[config.mk]
export PLATFORM = sky130hd
export DESIGN_NAME = coin_vend_ctrl
export DESIGN_NICKNAME = d
export VERILOG_FILES = /design/src/rtl/vend_pkg.sv /design/src/rtl/vend_next.sv /design/src/rtl/vend_state_reg.sv /design/src/rtl/vend_release.sv /design/src/rtl/coin_vend_ctrl.sv
export SDC_FILE = /design/constraint.sdc
export NUM_CORES = 1
export LEC_CHECK = 0
export ABC_AREA = 1
export BUFFER_PORTS_ARGS = -buffer_cell sky130_fd_sc_hd__buf_2
export CORE_AREA = 2 2 39 41
export CTS_CLUSTER_DIAMETER = 200
export DETAILED_ROUTE_END_ITERATION = 16
export DIE_AREA = 0 0 41 43
export PLACE_DENSITY = 0.45
export SYNTH_ARGS = -nofsm -noshare
export SYNTH_HDL_FRONTEND = slang
export SYNTH_SLANG_ARGS = --single-unit
export TNS_END_PERCENT = 5
[constraint.sdc]
create_clock -name clk -period 1.15 [get_ports clk]
set_clock_uncertainty 0.2 [all_clocks]
set_input_delay 0.23 -clock clk [delete_from_list [all_inputs] [get_ports clk]]
set_output_delay 0.23 -clock clk [all_outputs]
set_load 0.02 [all_outputs]
[src/rtl/vend_pkg.sv]
package vend_pkg;
    localparam int CREDIT_W = 4;

    typedef enum logic [CREDIT_W-1:0] {
        CR_ZERO = 4'b0001,
        CR_FIVE = 4'b0010,
        CR_TEN  = 4'b0100,
        CR_FULL = 4'b1000
    } credit_t;
endpackage

[src/rtl/vend_next.sv]
module vend_next
    import vend_pkg::*;
(
    input  credit_t state_q,
    input  logic    nickel,
    input  logic    dime,
    output credit_t state_d
);
    logic coin_d;
    logic coin_n;

    // A dime wins over a simultaneous nickel.
    assign coin_d = dime;
    assign coin_n = nickel & ~dime;

    always_comb begin
        state_d = state_q;
        unique case (state_q)
            CR_ZERO: begin
                if (coin_d)      state_d = CR_TEN;
                else if (coin_n) state_d = CR_FIVE;
            end
            CR_FIVE: begin
                if (coin_d)      state_d = CR_FULL;
                else if (coin_n) state_d = CR_TEN;
            end
            CR_TEN: begin
                if (coin_d | coin_n) state_d = CR_FULL;
            end
            CR_FULL: state_d = CR_FULL;
            default: state_d = CR_ZERO;
        endcase
    end
endmodule

[src/rtl/vend_state_reg.sv]
module vend_state_reg
    import vend_pkg::*;
(
    input  logic    clk,
    input  logic    rst,
    input  credit_t state_d,
    output credit_t state_q
);
    always_ff @(posedge clk) begin
        if (rst) state_q <= CR_ZERO;
        else     state_q <= state_d;
    end
endmodule

[src/rtl/vend_release.sv]
module vend_release
    import vend_pkg::*;
(
    input  logic    clk,
    input  logic    rst,
    input  credit_t state_q,
    input  credit_t state_d,
    output logic    rel_moore,
    output logic    rel_reg
);
    always_comb begin
        unique case (state_q)
            CR_FULL: rel_moore = 1'b1;
            default: rel_moore = 1'b0;
        endcase
    end

    always_ff @(posedge clk) begin
        if (rst) rel_reg <= 1'b0;
        else     rel_reg <= (state_d == CR_FULL);
    end
endmodule

[src/rtl/coin_vend_ctrl.sv]
module coin_vend_ctrl
    import vend_pkg::*;
(
    input  logic clk,
    input  logic rst,
    input  logic nickel_in,
    input  logic dime_in,
    output logic release_moore,
    output logic release_reg
);
    credit_t state_q;
    credit_t state_d;

    vend_next u_next (
        .state_q (state_q),
        .nickel  (nickel_in),
        .dime    (dime_in),
        .state_d (state_d)
    );

    vend_state_reg u_sreg (
        .clk     (clk),
        .rst     (rst),
        .state_d (state_d),
        .state_q (state_q)
    );

    vend_release u_rel (
        .clk       (clk),
        .rst       (rst),
        .state_q   (state_q),
        .state_d   (state_d),
        .rel_moore (release_moore),
        .rel_reg   (release_reg)
    );
endmodule

# After elaboration in Yosys (flattened, before gate mapping)
# Cells that the tools add are included.
# totals
output_inout_bits	2
ff_bits	5
# op_classes
muxes	7
bitwise_logic	3
n_eq_ne	5
# ops
cell	n
4-bit 2-to-1 mux	5
4-bit case mux with 4 select lines	1
4-bit == test, second input constant	2
4-bit by 1-bit == test with 1-bit output, second input constant	1
4-bit by 2-bit == test with 1-bit output, second input constant	1
4-bit by 3-bit == test with 1-bit output, second input constant	1
1-bit AND	1
1-bit 2-to-1 mux	1
1-bit inverter	1
1-bit OR	1

# Logic depth before layout (Yosys ltp)
# logic_depth
ltp_word	6
depth_mapped	7
depth_no_buf	7

# By module
# A second synthesis with hierarchy kept.
# unflattened
cells_unflattened	59
area_unflattened_um2	342.8
# by_module_without_submodules
mod	instances	area_each_um2	seq_area_each_um2	cells_per_inst
vend_next	1	168.9	0.0	35
vend_state_reg	1	113.9	80.1	13
vend_release	1	60.1	20.0	11

# Least setup slack after synthesis
# Ideal clock, no wire load.
# synth_timing
path_kind	register to register
start	register u_sreg.state_q[2]
end	register u_sreg.state_q[0]
n_path_buf	0
required_time_ns	0.831
arrival_ns	0.799
stages_incl_launch_ff	7
slack_ns	0.032
path_cell_list	dfxtp_1 inv_2 nand2_1 nor2_4 nor2_1 nand2_1 nand3_1
# synth_between
elab_chain_len	2
word_cells_on_any_way	5
cone_classes	eq/ne (4); mux (1)
# synth_rtl
element	line_no	text
from (decl)	vend_state_reg.sv:7	output credit_t state_q
from (signal assigned)	vend_state_reg.sv:11	else state_q <= state_d;
4-bit == test, or another cell as far along	vend_next.sv:18	unique case (state_q)
4-bit case mux with 4 select lines (*)	vend_next.sv:18	
# Mark *: on every way between the ends. The rest lies on a longest branch, timed or not.
# A chain may end at the register's enable or synchronous reset.

# Final worst setup path
# layout_timing
start	register u_sreg.state_q[2]
end	output release_moore
# layout_between
elab_chain_len	2
# layout_rtl
element	line_no	text
4-bit == test	vend_release.sv:12	unique case (state_q)
1-bit 2-to-1 mux	vend_release.sv:12	
to (decl)	coin_vend_ctrl.sv:8	output logic release_moore,
# Every way passes these cells.

==> impl_summary.log <==
INFO  metric path_clk_slew = roughly 0.040 ns
INFO  metric filler_cell_count = 160
INFO  metric fp.dieArea = around 1800 µm²
INFO  metric final-setup-viol-count = 6
INFO  metric cts.root.buffer_cell = sky130_fd_sc_hd__clkbuf_4
INFO  metric fin_crit_sh = 116%
INFO  metric via_per_inst = ~4.2
INFO  metric synth_area = between 300 and 400 µm²
INFO  metric area_growth = 60.1%
INFO  metric min_delay_path_depth = 5
INFO  metric die_w = about 41 µm
INFO  metric numPortBuffers = 5
INFO  metric hpwl = about 580 µm
INFO  metric drt-wirelength-per-cell = 9.13 µm
INFO  metric nNetsFinal = 76
INFO  metric first_global_vias = roughly 390
INFO  metric grt_pass1_wl = 1460 µm
INFO  metric power.leakage = 0.246 nW
INFO  metric relSlewSlack = between 90% and 100%
INFO  metric boundaryPins = 6
INFO  metric mappedNetlistNets = 56
INFO  metric grt.total_usage = 12.7%
INFO  metric run_status = finished with violations
INFO  metric rr_worst_depth = 8
INFO  metric holdCritPathClass = in2reg
INFO  metric dieHeight = 43 µm
INFO  metric yosys_warnings = 0
INFO  metric wirelength = around 790 µm
INFO  metric worst_slew_pin_tran = 0.143 ns
INFO  metric initial_utilization = 22.4%
INFO  metric tritoncts_clock_tree = built
INFO  metric grt_max_degree = 5
INFO  metric synth-seq-area-share = between 30% and 40%
INFO  metric clkLatencyLatePin = 0.23 ns
INFO  metric global_route.overflow_total = 0
INFO  metric cts_htree_levels = 1
INFO  metric startpoint_type = register
INFO  metric crit_type = reg2out
INFO  metric remaining_drc_errors = 0
INFO  metric worst_case_setup_margin_in_the_final_layout = -0.185 ns
INFO  metric report.final.hold_viol_count = 0
INFO  metric postSynthAreaPerCell = about 6.0 µm²
INFO  metric max_cap_violations = 0
INFO  metric dr.pass1.iters = 4
INFO  metric critPathRequiredTime = 0.72 ns
INFO  metric power-per-cell-area = between 1000 and 1500 nW/µm²
INFO  metric critical_path.max_fanout = 3
INFO  metric fin_tns_setup = -0.395 ns
INFO  metric finish.cell_count_without_fillers = 87
INFO  metric violations = negative setup slack
INFO  metric final_period_minus_worst_setup_slack = 1.34 ns
INFO  metric antenna_cells_inserted = 0
INFO  metric clock_sinks = 5
INFO  metric numCtsBuffers = 3
INFO  metric core_area = 1380 µm²
INFO  metric antenna_found_initial = 0
INFO  metric drive_gt1_share = 46.5%
INFO  metric worst-endpoint-arrival = roughly 0.91 ns
INFO  metric synthesis.instances = 52
INFO  metric max_slew_violation_count = 0
INFO  metric vdd_drop_max = roughly 0.57 mV
INFO  metric clk_path_buf_depth = 2
INFO  metric largest_register_ff_count = 4
INFO  metric unrepaired_setup_endpoints_after_global_routing = yes
INFO  metric drtAntennaViolNets = 0
INFO  metric critical_path.endpoint_type = primary output
INFO  metric place_inst = 77
INFO  metric achievable_freq = 749 MHz
INFO  metric placementRows = 14
INFO  metric detailed_route_via_count = 362
INFO  metric ys_types = 11
INFO  metric initialDrtViolationCount = 2
INFO  metric gp_congestion = 0.797
INFO  metric ys_seq_elements = 5
layer usage:
metal	wire length [µm]	vias to the layer above	global-route usage [%]
met2	393	8	18.8
li1	-	194	-
met1	363	158	14.5
met3	27	2	3.14
met5	0	-	0
met4	9	0	10.0
final timing paths:
path,start,end,slack [ns]
setup / recovery,u_sreg.state_q[2],release_moore,-0.19
hold reg to reg,u_sreg.state_q[0],u_sreg.state_q[0],0.42
setup reg to reg,u_sreg.state_q[2],u_sreg.state_q[2],-0.12
hold / removal,dime_in,u_sreg.state_q[1],0.21
critical path, stage by stage (launching register included):
cell	delay (ns)
sky130_fd_sc_hd__dfxtp_2	0.32
sky130_fd_sc_hd__inv_2	0.06
sky130_fd_sc_hd__nand2_2	0.06
sky130_fd_sc_hd__nor2_4	0.11
sky130_fd_sc_hd__buf_6	0.12
cell usage after synthesis:
cell	number	area, µm²
sky130_fd_sc_hd__inv_1	8	30.0
sky130_fd_sc_hd__nand2_2	1	6.26
sky130_fd_sc_hd__inv_2	2	7.51
sky130_fd_sc_hd__nor2_2	3	18.8
sky130_fd_sc_hd__o21bai_1	1	7.51
sky130_fd_sc_hd__nor2_1	9	33.8
sky130_fd_sc_hd__dfxtp_1	5	100
sky130_fd_sc_hd__nor2_4	1	11.3
sky130_fd_sc_hd__nand2_1	12	45.0
sky130_fd_sc_hd__a21oi_1	4	20.0
sky130_fd_sc_hd__nand3_1	6	30.0
power breakdown:
| group | internal [mW] | switching, mW | total, mW | leakage [nW] |
|---|---|---|---|---|
| clock network | 0.131 | 0.0640 | 0.195 | 0.0150 |
| registers | 0.197 | 0.0151 | 0.212 | 0.0420 |
| logic | 0.102 | 0.124 | 0.226 | 0.189 |
cell type report:
type                       instances  area, µm²  share of cell area [%]
multi-input combinational         37        199                    40.1
tap                               16       20.0                    4.03
clock buffer                       4       26.3                    5.29
inverter                          10       37.5                    7.56
sequential                         5        105                    21.2
timing repair buffer              15        109                    21.9
kinds of logic (layout without fill, tap and decap cells):
family,count (synthesis),after routing,synth area share (%)
buffers and inverters,10,29,12.1
and+or+nand+nor,32,32,46.8
AOI/OAI and AO/OA,5,5,8.87
DFF,5,5,32.3
layout by cell type (no fill, tap or decap), drive strengths merged:
cell,count
buf,14
nand2,13
nor2,13
inv,10
nand3,6
dfxtp,5
a21oi,4
clkbuf,4
o21bai,1
dlygate4sd3,1
stage by stage:
| stage | hold slack (ns) | util, % | worst slack, ns | total power [mW] | cell area, µm² |
|---|---|---|---|---|---|
| 2_1_floorplan | 0.0991 | - | 0.0320 | 0.322 | 310 |
| 3_3_place_gp | 0.246 | 27.8 | -0.0672 | 0.382 | 385 |
| 3_5_place_dp | 0.250 | 27.8 | -0.0554 | 0.381 | 385 |
| 4_1_cts | 0.197 | 34.2 | -0.205 | 0.624 | 473 |
| 5_1_grt | 0.245 | 35.9 | -0.244 | 0.682 | 497 |
| 6_report | 0.212 | 35.9 | -0.185 | 0.633 | 497 |
repair_timing:
action                                 4_1_cts  5_1_grt
endpoints found under the hold margin        2        0
hold buffers                                 1        0
buffers inserted                             4        1
resized for setup                           10        4
pin swaps                                    3        3
setup endpoints to repair                    5        6
(Power assumes the default switching activity.)
